File: src/rtl/lbl_pkg.sv
package lbl_pkg;
    typedef enum logic [2:0] {
        ST_IDLE   = 3'd0,
        ST_HEAD   = 3'd1,
        ST_REDIR  = 3'd2,
        ST_TARGET = 3'd3,
        ST_REFILL = 3'd4,
        ST_FIN    = 3'd5
    } lbl_state_e;

    localparam logic [1:0] SIZE_HALF  = 2'b01;
    localparam int         HALF_BYTES = 2;
endpackage

File: src/rtl/lbl_capture.sv
module lbl_capture #(
    parameter int AW   = 32,
    parameter int OFFW = 11
) (
    input  logic            clk,
    input  logic            rst_n,
    input  logic            load,
    input  logic [AW-1:0]   pc_in,
    input  logic [OFFW-1:0] hi_in,
    input  logic [OFFW-1:0] lo_in,
    output logic [AW-1:0]   pc_q,
    output logic [OFFW-1:0] hi_q,
    output logic [OFFW-1:0] lo_q
);
    always_ff @(posedge clk or negedge rst_n) begin
        if (!rst_n) begin
            pc_q <= '0;
            hi_q <= '0;
            lo_q <= '0;
        end else if (load) begin
            pc_q <= pc_in;
            hi_q <= hi_in;
            lo_q <= lo_in;
        end
    end
endmodule

File: src/rtl/lbl_addr_calc.sv
module lbl_addr_calc #(
    parameter int AW       = 32,
    parameter int OFFW     = 11,
    parameter int HI_SHIFT = 12
) (
    input  logic [AW-1:0]   pc_q,
    input  logic [OFFW-1:0] hi_q,
    input  logic [OFFW-1:0] lo_q,
    output logic [AW-1:0]   addr_head,
    output logic [AW-1:0]   addr_redir,
    output logic [AW-1:0]   head_sum,
    output logic [AW-1:0]   target,
    output logic [AW-1:0]   target_p2,
    output logic [AW-1:0]   target_p4,
    output logic [AW-1:0]   ret_addr,
    output logic [AW-1:0]   ret_fixed
);
    localparam int          EXTW  = AW - OFFW;
    localparam logic [AW-1:0] STEP  = AW'(lbl_pkg::HALF_BYTES);
    localparam logic [AW-1:0] STEP2 = AW'(2 * lbl_pkg::HALF_BYTES);
    localparam logic [AW-1:0] STEP3 = AW'(3 * lbl_pkg::HALF_BYTES);

    logic [AW-1:0] hi_ext;
    logic [AW-1:0] lo_ext;

    // high part: sign extended, scaled; low part: zero extended, halfword scaled
    assign hi_ext = {{EXTW{hi_q[OFFW-1]}}, hi_q} << HI_SHIFT;
    assign lo_ext = {{EXTW{1'b0}}, lo_q} << 1;

    assign addr_head  = pc_q + STEP2;
    assign addr_redir = pc_q + STEP3;
    assign head_sum   = addr_head + hi_ext;
    assign target     = head_sum + lo_ext;
    assign target_p2  = target + STEP;
    assign target_p4  = target + STEP2;
    assign ret_addr   = addr_redir;
    assign ret_fixed  = ret_addr - STEP;
endmodule

File: src/rtl/lbl_fsm.sv
module lbl_fsm
    import lbl_pkg::*;
(
    input  logic       clk,
    input  logic       rst_n,
    input  logic       start,
    input  logic       mem_ready,
    output lbl_state_e state,
    output logic       accept
);
    lbl_state_e nxt;

    always_ff @(posedge clk or negedge rst_n) begin
        if (!rst_n) state <= ST_IDLE;
        else        state <= nxt;
    end

    always_comb begin
        nxt    = state;
        accept = 1'b0;
        unique case (state)
            ST_IDLE: begin
                if (start) begin
                    nxt    = ST_HEAD;
                    accept = 1'b1;
                end
            end
            ST_HEAD:   if (mem_ready) nxt = ST_REDIR;
            ST_REDIR:  if (mem_ready) nxt = ST_TARGET;
            ST_TARGET: if (mem_ready) nxt = ST_REFILL;
            ST_REFILL: if (mem_ready) nxt = ST_FIN;
            ST_FIN:    nxt = ST_IDLE;
            default:   nxt = ST_IDLE;
        endcase
    end
endmodule

File: src/rtl/lbl_bus_drive.sv
module lbl_bus_drive
    import lbl_pkg::*;
#(
    parameter int AW = 32
) (
    input  lbl_state_e    state,
    input  logic          mem_ready,
    input  logic [AW-1:0] addr_head,
    input  logic [AW-1:0] addr_redir,
    input  logic [AW-1:0] head_sum,
    input  logic [AW-1:0] target,
    input  logic [AW-1:0] target_p2,
    input  logic [AW-1:0] target_p4,
    input  logic [AW-1:0] ret_addr,
    input  logic [AW-1:0] ret_fixed,
    output logic [AW-1:0] fetch_addr,
    output logic [1:0]    acc_size,
    output logic          bus_wr,
    output logic          req_n,
    output logic          seq,
    output logic          opc_n,
    output logic          lr_we,
    output logic [AW-1:0] lr_wdata,
    output logic          done,
    output logic [AW-1:0] resume_addr
);
    always_comb begin
        fetch_addr  = '0;
        acc_size    = SIZE_HALF;
        bus_wr      = 1'b0;
        req_n       = 1'b1;
        seq         = 1'b0;
        opc_n       = 1'b1;
        lr_we       = 1'b0;
        lr_wdata    = '0;
        done        = 1'b0;
        resume_addr = '0;
        unique case (state)
            ST_IDLE: ;
            ST_HEAD: begin
                fetch_addr = addr_head;
                req_n      = 1'b0;
                opc_n      = 1'b0;
                seq        = 1'b1;
                lr_we      = mem_ready;
                lr_wdata   = head_sum;
            end
            ST_REDIR: begin
                fetch_addr = addr_redir;
                req_n      = 1'b0;
                opc_n      = 1'b0;
                seq        = 1'b0;
            end
            ST_TARGET: begin
                fetch_addr = target;
                req_n      = 1'b0;
                opc_n      = 1'b0;
                seq        = 1'b1;
                lr_we      = mem_ready;
                lr_wdata   = ret_addr;
            end
            ST_REFILL: begin
                fetch_addr = target_p2;
                req_n      = 1'b0;
                opc_n      = 1'b0;
                seq        = 1'b1;
                lr_we      = mem_ready;
                lr_wdata   = ret_fixed;
            end
            ST_FIN: begin
                done        = 1'b1;
                resume_addr = target_p4;
            end
            default: ;
        endcase
    end
endmodule

File: src/rtl/lbl_seq.sv
module lbl_seq
    import lbl_pkg::*;
#(
    parameter int AW       = 32,
    parameter int OFFW     = 11,
    parameter int HI_SHIFT = 12
) (
    input  logic            clk,
    input  logic            rst_n,
    input  logic            start,
    input  logic [AW-1:0]   pc_in,
    input  logic [OFFW-1:0] hi_offset,
    input  logic [OFFW-1:0] lo_offset,
    input  logic            mem_ready,
    output logic [AW-1:0]   fetch_addr,
    output logic [1:0]      acc_size,
    output logic            bus_wr,
    output logic            req_n,
    output logic            seq,
    output logic            opc_n,
    output logic            lr_we,
    output logic [AW-1:0]   lr_wdata,
    output logic            done,
    output logic [AW-1:0]   resume_addr
);
    lbl_state_e      state;
    logic            accept;
    logic [AW-1:0]   pc_q;
    logic [OFFW-1:0] hi_q;
    logic [OFFW-1:0] lo_q;
    logic [AW-1:0]   addr_head, addr_redir, head_sum, target;
    logic [AW-1:0]   target_p2, target_p4, ret_addr, ret_fixed;

    lbl_fsm u_fsm (
        .clk       (clk),
        .rst_n     (rst_n),
        .start     (start),
        .mem_ready (mem_ready),
        .state     (state),
        .accept    (accept)
    );

    lbl_capture #(.AW(AW), .OFFW(OFFW)) u_cap (
        .clk   (clk),
        .rst_n (rst_n),
        .load  (accept),
        .pc_in (pc_in),
        .hi_in (hi_offset),
        .lo_in (lo_offset),
        .pc_q  (pc_q),
        .hi_q  (hi_q),
        .lo_q  (lo_q)
    );

    lbl_addr_calc #(.AW(AW), .OFFW(OFFW), .HI_SHIFT(HI_SHIFT)) u_calc (
        .pc_q       (pc_q),
        .hi_q       (hi_q),
        .lo_q       (lo_q),
        .addr_head  (addr_head),
        .addr_redir (addr_redir),
        .head_sum   (head_sum),
        .target     (target),
        .target_p2  (target_p2),
        .target_p4  (target_p4),
        .ret_addr   (ret_addr),
        .ret_fixed  (ret_fixed)
    );

    lbl_bus_drive #(.AW(AW)) u_drv (
        .state       (state),
        .mem_ready   (mem_ready),
        .addr_head   (addr_head),
        .addr_redir  (addr_redir),
        .head_sum    (head_sum),
        .target      (target),
        .target_p2   (target_p2),
        .target_p4   (target_p4),
        .ret_addr    (ret_addr),
        .ret_fixed   (ret_fixed),
        .fetch_addr  (fetch_addr),
        .acc_size    (acc_size),
        .bus_wr      (bus_wr),
        .req_n       (req_n),
        .seq         (seq),
        .opc_n       (opc_n),
        .lr_we       (lr_we),
        .lr_wdata    (lr_wdata),
        .done        (done),
        .resume_addr (resume_addr)
    );
endmodule

File: config.mk
export PLATFORM = sky130hd
export DESIGN_NAME = lbl_seq
export DESIGN_NICKNAME = d
export VERILOG_FILES = /design/src/rtl/lbl_pkg.sv /design/src/rtl/lbl_capture.sv /design/src/rtl/lbl_addr_calc.sv /design/src/rtl/lbl_fsm.sv /design/src/rtl/lbl_bus_drive.sv /design/src/rtl/lbl_seq.sv
export SDC_FILE = /design/constraint.sdc
export NUM_CORES = 1
export LEC_CHECK = 0
export ABC_AREA = 1
export CAP_MARGIN = 20
export CORE_MARGIN = 3
export CORE_UTILIZATION = 35
export DETAILED_ROUTE_END_ITERATION = 10
export HOLD_SLACK_MARGIN = 0.08
export SLEW_MARGIN = 20
export SYNTH_ARGS = -nofsm -noshare
export SYNTH_HDL_FRONTEND = slang
export SYNTH_HIERARCHICAL = 1
export SYNTH_SLANG_ARGS = --single-unit
File: constraint.sdc
create_clock -name clk -period 5.8 [get_ports clk]
set_input_delay 1.16 -clock clk [delete_from_list [all_inputs] [get_ports clk]]
set_output_delay 1.16 -clock clk [all_outputs]
set_load 0.02 [all_outputs]
---- Yosys cells after proc, flatten, opt, wreduce, memory -nomap -nowiden ----
Index checks and enable logic that the tools add are counted.
storage, ports and cells
  flip-flop bits (word level) ............. 57
  input port bits ......................... 58
  output and inout bits ................... 104
  logic and storage cells ................. 40
cells by class
  $add $sub $neg .......................... 7
  equality and inequality tests ........... 10
  multiplexer cells ....................... 15
  reductions and logical operators ........ 4
operator list
  kind                   number
  $pmux 32 s4            1
  $add 32x3->32 const B  3
  $pmux 32 s3            1
  $add 32x12->32         1
  $add 32x2->32 const B  1
  $add 32x32->32         1
  $mux 32                1
  $sub 32x2->32 const B  1
  $mux 3                 5
  $pmux 3 s5             1
  $ne 2x2->1 const B     5
  $eq 3x2->1 const B     2
  $eq 3x3->1 const B     2
  $mux 1                 6
  $reduce_and 5->1       1
  $reduce_or 4->1        1
  $eq 3x1->1 const B     1
  $logic_not 3->1        1
  $reduce_or 3->1        1

---- Logic depth before layout (Yosys ltp) ----
Gate-level depths: netlist (run 1).
  word-level depth ........................ 5
  depth in mapped cells ................... 36
  depth with buffers taken out ............ 35

---- Modules after synthesis ----
The synthesis (run 1) kept the hierarchy.
by module, submodules not included
  module         instances  cells each  area each (um^2)  seq. area each (um^2)
  lbl_addr_calc  1          1,137       6,203.4           0.0
  lbl_bus_drive  1          546         2,407.3           0.0
  lbl_capture    1          228         2,073.2           1,351.3
  lbl_fsm        1          27          211.5             75.1

---- Worst setup path before layout (run 1) ----
No wires, ideal clock.
  path kind ............................... reg2out
  from .................................... reg u_cap.pc_q[3]
  to ...................................... out resume_addr[24]
  arrival time ............................ 4.412 ns
  required time ........................... 4.640 ns
  setup slack ............................. 0.228 ns
  cell stages (with the launch flop) ...... 27
  buffers on the path ..................... 0
  path through ............................ dfrtp_1 ha_1 inv_1 nor2_1 nand2_1 nor4_1 xor2_1 ha_1 inv_1 fa_1 xnor2_4 inv_1 nor2_1 nand3_2 nor2_4 nand2_2 xor2_2 nand2_2 nor3_4 nand2_2 nor2_4 nand2_1 nand2_1 nand2_1 inv_1 inv_1 nor2_1
between the ends
  word-level cells in the longest chain between the ends .. 5
ends and longest elaborated chain
  item                    RTL line             RTL
  start, declared         lbl_capture.sv:11    output logic [AW-1:0] pc_q,
  start signal, assigned  lbl_capture.sv:21    pc_q <= pc_in;
  $add 32x3->32           lbl_addr_calc.sv:30  assign addr_head = pc_q + STEP2;
  via addr_head[12]       lbl_seq.sv:31        logic [AW-1:0] addr_head, addr_redir, head_sum, target;
  $add 32x32->32          lbl_addr_calc.sv:32  assign head_sum = addr_head + hi_ext;
  via head_sum[14]        lbl_seq.sv:31
  $add 32x12->32          lbl_addr_calc.sv:33  assign target = head_sum + lo_ext;
  via target[19]          lbl_seq.sv:31
  $add 32x3->32           lbl_addr_calc.sv:35  assign target_p4 = target + STEP2;
  via target_p4[24]       lbl_seq.sv:32        logic [AW-1:0] target_p2, target_p4, ret_addr, ret_fixed;
  $mux 32                 lbl_bus_drive.sv:38  unique case (state)
  end, declared           lbl_seq.sv:24        output logic [AW-1:0] resume_addr
The timed path passes the listed nets, and every way through them passes these cells.

---- Final worst setup path (run 1) ----
  from .................................... reg u_cap.pc_q[2]
  to ...................................... out fetch_addr[26]
between the ends
  word-level cells in the longest chain between the ends .. 5
  elaborated cells on any way between the ends .. 6
  classes of those cells .................. 5 x add/sub; 1 x mux
ends and longest elaborated chain
  item               RTL line             RTL
  $add 32x3->32      lbl_addr_calc.sv:30
  via addr_head[12]  lbl_seq.sv:31
  $add 32x32->32     lbl_addr_calc.sv:32
  via head_sum[16]   lbl_seq.sv:31
  $add 32x12->32     lbl_addr_calc.sv:33
  via target[16]     lbl_seq.sv:31
  $add 32x2->32      lbl_addr_calc.sv:34  assign target_p2 = target + STEP;
  via target_p2[26]  lbl_seq.sv:32
  $pmux 32 s4        lbl_bus_drive.sv:38
  end, declared      lbl_seq.sv:15        output logic [AW-1:0] fetch_addr,
The timed path passes the listed nets, and every way through them passes these cells.

==> results of run 1 <==
-- stage by stage --
stage,TNS (ns),instance area (um2),setup WS (ns),hold slack (ns),std cells
2_1_floorplan,0,10900,0.228,0.437,1939
3_3_place_gp,-5.21,14000,-0.339,0.462,2604
3_5_place_dp,-7.29,14000,-0.416,0.459,2604
4_1_cts,-0.341,14500,-0.104,0.475,2631
5_1_grt,-4.93,15700,-0.357,0.503,2658
6_report,-0.0243,15700,-0.0243,0.474,2658
-- worst max-delay path: cells and delay by family, from the launching register on --
| kind | cells | cell delay, ns |
|---|---|---|
| AND/OR/NAND/NOR | 20 | 2.03 |
| adder cells (fa/ha/maj) | 3 | 0.79 |
| buffers and inverters | 9 | 0.76 |
| XOR/XNOR | 2 | 0.37 |
| flip-flops | 1 | 0.35 |
-- timing repair --
action | CTS | global route
endpoints found under the hold margin | 0 | 0
cloned | 0 | 0
setup endpoints to repair | 44 | 52
gates resized for setup | 162 | 291
buffers inserted | 11 | 30
pin swaps | 19 | 105
-- Yosys cell counts (7+ instances only) --
| master | n |
|---|---|
| nor2_2 | 23 |
| clkbuf_1 | 7 |
| buf_2 | 38 |
| nand2_2 | 17 |
| xnor2_1 | 26 |
| inv_1 | 306 |
| nand3b_1 | 10 |
| buf_4 | 63 |
| nor2_1 | 154 |
| dfrtp_1 | 57 |
| nor3_1 | 28 |
| xor2_1 | 110 |
| nand4_1 | 99 |
| o21ai_0 | 8 |
| o21bai_1 | 7 |
| nand3_1 | 168 |
| nand3_2 | 10 |
| xor2_2 | 8 |
| a21oi_1 | 20 |
| nand2_1 | 688 |
| ha_1 | 36 |
| inv_2 | 9 |
-- state kept, by name, indices dropped and copies added (netlist names) --
signal and cells:
u_fsm/state 3, u_cap/pc_q 32, u_cap/hi_q 11, u_cap/lo_q 11
-- kinds of logic after synthesis --
group                    count (synthesis)  synth area share, %
flip-flops                              57                 13.1
AO/OA/AOI/OAI                           43                 2.30
adder cells (fa/ha/maj)                 38                 4.50
AND/OR/NAND/NOR                       1220                 49.7
other                                    2               0.0689
buffers and inverters                  433                 18.0
XOR/XNOR                               145                 12.4
-- routing by layer --
| metal | vias up | track usage (%) | part of all wire [%] |
|---|---|---|---|
| met5 | - | 0 | 0.033 |
| met4 | 2 | 5.61 | 2.0 |
| met3 | 43 | 2.85 | 5.5 |
| met2 | 388 | 39.9 | 46 |
| met1 | 5974 | 34.8 | 46 |
| li1 | 6574 | - | - |
-- final cells by class --
| type | instances | area (um2) |
|---|---|---|
| repair buffers | 430 | 3660 |
| clock inverters | 6 | 90.1 |
| multi-input cells | 1449 | 8620 |
| flip-flops and latches | 57 | 1430 |
| fillers | 3141 | 14500 |
| clock buffers | 10 | 239 |
| well taps | 390 | 488 |
| inverters | 316 | 1210 |
-- worst max-delay path by stage --
stage	to	slack, ns	depth (start not counted)
floorplan	resume_addr[24]	0.23	26
global placement	fetch_addr[26]	-0.34	30
detailed placement	resume_addr[25]	-0.42	29
CTS	fetch_addr[26]	-0.10	33
global route	fetch_addr[24]	-0.36	33
finish	fetch_addr[26]	-0.02	34
==> flow_metrics.env, run 1 <==
export IMPL_rows=63
export IMPL_largest_stage_delay_on_the_critical_path_ns=0.44
export IMPL_cts_hold_repair_buffers=0
export IMPL_layout_worst_path_cycle_share_pct=100
export IMPL_worst_slew_margin_rel_pct=42.3
export IMPL_setup_worst_path_start="u_cap/pc_q[2]"
export IMPL_synthesis_yosys_warnings=6
export IMPL_average_cell_area_after_synthesis_um2=5.62
export IMPL_worst_r2r_cell_count=8
export IMPL_unrepaired_setup_endpoints_after_global_routing="yes"
export IMPL_fmaxAchievable_mhz=172
export IMPL_drt_wl_total_mm=42.8
export IMPL_setup_violations=1
export IMPL_drive_gt1_share_pct=27.1
export IMPL_worst_endpoint_arrival_ns=4.66
export IMPL_fp_dieW_um=182
export IMPL_post_drt_via_cell_ratio=4.88
export IMPL_place_gp_congestion=0.971
export IMPL_chip_height_um=182
export IMPL_maximum_fanout_count_along_the_critical_path=6
export IMPL_synth_seq_cells=57
export IMPL_port_buffers=158
export IMPL_design_final_nets=2359
export IMPL_postSynth_asyncResetShare_pct=100
export IMPL_mostFrequentLayoutCell="nand2_1"
export IMPL_synth_top_cell_area_share_pct=23.7
export IMPL_globalRouteTotalUtil_pct=24.5
export IMPL_timing_critical_path_slowest_stage_cell="fa_2"
export IMPL_syn_inst=1938
export IMPL_clock_tree_from_tritoncts="done"
export IMPL_final_critical_period_ns=5.82
export IMPL_clock_root_buffer="clkbuf_16"
export IMPL_firstDrtPassIters=5
export IMPL_end_kind="output pin"
export IMPL_reg2reg_setup_slack_ns=3.05
export IMPL_numCtsBuffers=9
export IMPL_worst_hold_path_num_cells=2
export IMPL_run_status="complete, but fails checks"
export IMPL_routed_wire_length_per_instance_um=16.1
export IMPL_synth_area_top_cells="nand2_1, dfrtp_1, inv_1"
export IMPL_clock_sinks=57
export IMPL_grt_antenna_before_repair=1
export IMPL_startpoint_type="flip-flop"
export IMPL_first_iter_violations=898
export IMPL_worst_slew_pin_slew_ns=0.865
export IMPL_clock_skew_final_ns=0.00672
export IMPL_via_count_of_the_first_global_routing_pass=12100
export IMPL_clk_transition_reported_paths_ns=0.06
export IMPL_max_cap_viol_count=0
export IMPL_synth_area_leader_cell="nand2_1"
export IMPL_postRouteAntennaNets=0
export IMPL_grt_pass1_wl_mm=65.5
export IMPL_most_used_cells_in_the_layout_excluding_fill_and_tap_cells="nand2_1, inv_1, buf_4, nand3_1, clkdlybuf4s50_1"
export IMPL_synthFlopType="dfrtp_1"
export IMPL_synthDistinctLibCells=45
export IMPL_coreArea_um2=30200
export IMPL_whs_endpoint="u_cap/pc_q[29]"
export IMPL_place_hpwl_mm=34.4
export IMPL_grt_overflow=0
export IMPL_crit_top_cell="nand2_2"
export IMPL_worst_endpoint_required_ns=4.64
export IMPL_cts_max_path_bufs=2
export IMPL_crit_reg2reg_capture="u_cap/hi_q[1]"
export IMPL_finalHoldViolCount=0
export IMPL_violations="negative setup slack"
export IMPL_htreeDepth=3
export IMPL_detailroute_via_count=13000
export IMPL_synth_edf_count=0
export IMPL_post_route_drc_count=0
export IMPL_layout_setup_ws_ns=-0.0243
export IMPL_initial_utilization_pct=36.1
export IMPL_antenna_diode_count=0
export IMPL_boundaryPins=162
export IMPL_ys_seq_area_share_pct=13.1
export IMPL_syn_cell_area_um2=10900
export IMPL_hp_class="reg -> reg"
export IMPL_drv_slew=0
export IMPL_area_delta_synth_final_pct=44.4
export IMPL_maximum_number_of_pins_on_one_net_before_global_route_repair=58
export IMPL_worstReg2RegStart="u_fsm/state[0]"
export IMPL_die_area_um2=33300
export IMPL_post_route_util_pct=52.1
export IMPL_start_point_of_the_worst_hold_path="u_cap/pc_q[29]"
export IMPL_clk_insertion_delay_late_ns=0.34
export IMPL_timing_setup_critical_path_class="reg -> out"
Power of run 1 is left out: the tool's default activity adds up to more than one toggle a clock period on the data nets, which glitch-free logic cannot reach.
==> inputs of run 2 (changes only) <==
--- a/config.mk
+++ b/config.mk
@@ -11,3 +11,5 @@
 export CORE_UTILIZATION = 35
+export CTS_CLUSTER_SIZE = 24
 export DETAILED_ROUTE_END_ITERATION = 10
+export GPL_TIMING_DRIVEN = 0
 export HOLD_SLACK_MARGIN = 0.08
==> constraint.sdc (replaced) <==
create_clock -name clk -period 5.8 [get_ports clk]
set_input_delay 0.87 -clock clk [delete_from_list [all_inputs] [get_ports clk]]
set_output_delay 0.87 -clock clk [all_outputs]
set_load 0.02 [all_outputs]
==> run 2 against run 1 <==
  * The run now ends clean
  * Die area unchanged
  * Sequential share of layout area grew 0.52 points
  * Worst setup slack improved by 0.079 ns
  * Clock-buffer cell count increased by 2
  * Maximum frequency rose by 1.4%
  * Global-route usage down 0.72 points
  * Critical path depth decreased by 5
  * Largest cell class unchanged
  * Wire length fell by 2.7%
==> flow_metrics.env, run 2 (synthesis results as in run 1) <==
export IMPL_cts_max_path_bufs=2
export IMPL_end_kind="output pin"
export IMPL_largest_register_ff_count=32
export IMPL_drive_gt1_share_pct=21.8
export IMPL_boundaryPins=162
export IMPL_mostFrequentLayoutCell="nand2_1"
export IMPL_setup_violations=0
export IMPL_rows=63
export IMPL_firstDrtPassIters=5
export IMPL_place_hpwl_mm=34.2
export IMPL_worst_endpoint_required_ns=4.93
export IMPL_drt_wl_total_mm=41.6
export IMPL_grt_pass1_wl_mm=63.2
export IMPL_top_registers="u_cap/pc_q x32, u_cap/hi_q x11, u_cap/lo_q x11"
export IMPL_clock_root_buffer="clkbuf_16"
export IMPL_clock_skew_final_ns=0.0113
export IMPL_grt_antenna_before_repair=0
export IMPL_unrepaired_setup_endpoints_after_global_routing="yes"
export IMPL_fp_dieW_um=182
export IMPL_worst_slew_pin_slew_ns=0.652
export IMPL_routed_wire_length_per_instance_um=16.2
export IMPL_coreArea_um2=30200
export IMPL_worst_endpoint_arrival_ns=4.88
export IMPL_port_buffers=158
export IMPL_chip_height_um=182
export IMPL_place_gp_congestion=0.974
export IMPL_postRouteAntennaNets=0
export IMPL_worst_slew_margin_rel_pct=56.2
export IMPL_design_final_nets=2267
export IMPL_htreeDepth=3
export IMPL_cts_hold_repair_buffers=0
export IMPL_via_count_of_the_first_global_routing_pass=11600
export IMPL_fillerInstances=3233
export IMPL_clk_transition_reported_paths_ns=0.05
export IMPL_globalRouteTotalUtil_pct=23.8
export IMPL_post_route_drc_count=0
export IMPL_startpoint_type="flip-flop"
export IMPL_most_used_cells_in_the_layout_excluding_fill_and_tap_cells="nand2_1, inv_1, nand3_1, buf_4, clkdlybuf4s50_1"
export IMPL_layout_worst_path_cycle_share_pct=99.1
export IMPL_clock_sinks=57
export IMPL_timing_critical_path_slowest_stage_cell="dfrtp_2"
export IMPL_antenna_diode_count=0
export IMPL_clock_tree_from_tritoncts="done"
export IMPL_fmaxAchievable_mhz=174
export IMPL_hp_class="in -> async"
export IMPL_maximum_fanout_count_along_the_critical_path=5
export IMPL_drv_slew=0
export IMPL_max_cap_viol_count=0
export IMPL_final_critical_period_ns=5.75
export IMPL_initial_utilization_pct=36.1
export IMPL_largest_stage_delay_on_the_critical_path_ns=0.48
export IMPL_post_route_util_pct=49.3
export IMPL_run_status="finished clean"
export IMPL_first_iter_violations=856
export IMPL_finalHoldViolCount=0
export IMPL_detailroute_via_count=12600
export IMPL_numCtsBuffers=9
export IMPL_clk_insertion_delay_late_ns=0.34
export IMPL_post_drt_via_cell_ratio=4.92
export IMPL_regMostFlops="u_cap/pc_q"
export IMPL_die_area_um2=33300
export IMPL_grt_overflow=0
export IMPL_timing_setup_critical_path_class="reg -> out"
export IMPL_area_delta_synth_final_pct=36.7
export IMPL_maximum_number_of_pins_on_one_net_before_global_route_repair=46
## run 2: final cells by class
cell class / instances / area, um2 / share of cell area (%)
Multi-Input combinational cell: 1449 / 8630 / 57.9
Timing Repair Buffer: 221 / 2080 / 14.0
Sequential cell: 57 / 1430 / 9.60
Inverter: 316 / 1200 / 8.07
Buffer: 117 / 768 / 5.16
Tap cell: 390 / 488 / 3.28
Clock buffer: 12 / 256 / 1.72
Clock inverter: 3 / 40.0 / 0.269
## run 2: critical path, delay by kind of cell (launching register included)
family / cells / cell delay [ns]
adders and majority gates: 3 / 0.78
xor gates and xnor gates: 2 / 0.56
DFF: 1 / 0.48
buffers and inverters: 6 / 0.46
and+or+nand+nor: 18 / 2.26
## run 2: path summary, 6_finish.rpt
kind / startpoint / endpoint / slack (ns) / cells past startpoint
max: u_cap/pc_q[2] / fetch_addr[28] / 0.05 / 29
min: rst_n / u_cap/hi_q[1] / 0.38 / 1
max reg2reg: u_fsm/state[0] / u_cap/lo_q[9] / 4.06 / 7
min reg2reg: u_cap/pc_q[29] / u_cap/pc_q[29] / 0.47 / 2
max in group asynchronous: rst_n / u_cap/pc_q[2] / 4.91 / 2
min in group clk: u_cap/pc_q[29] / u_cap/pc_q[29] / 0.47 / 2
## run 2: per-layer routing
| layer | global-route usage (%) | wire [um] |
|---|---|---|
| met1 | 32.8 | 19000 |
| met2 | 39.8 | 19500 |
| met4 | 5.82 | 887 |
| met3 | 2.67 | 2170 |
| met5 | 0 | 0 |
## run 2: what timing repair did
| item | 4_1_cts | 5_1_grt |
|---|---|---|
| pin swaps | 29 | 77 |
| endpoints found under the setup margin | 45 | 41 |
| buffers inserted | 28 | 34 |
| cloned | 0 | 0 |
| resized for setup | 148 | 227 |
## run 2: through the flow
step                      hold slack [ns]  setup slack [ns]  cells  TNS (ns)  area, um2
final                               0.384            0.0549   2565         0      14900
after global routing                0.391            -0.183   2565     -1.39      14900
after CTS                           0.375            -0.116   2531    -0.122      13900
after detailed placement            0.464             -1.13   2488    -28.92      13000
after global placement              0.453             -1.11   2487    -28.70      13000
after floorplan                     0.437             0.518   1939         0      10900
Power of run 2 is left out for the same reason.
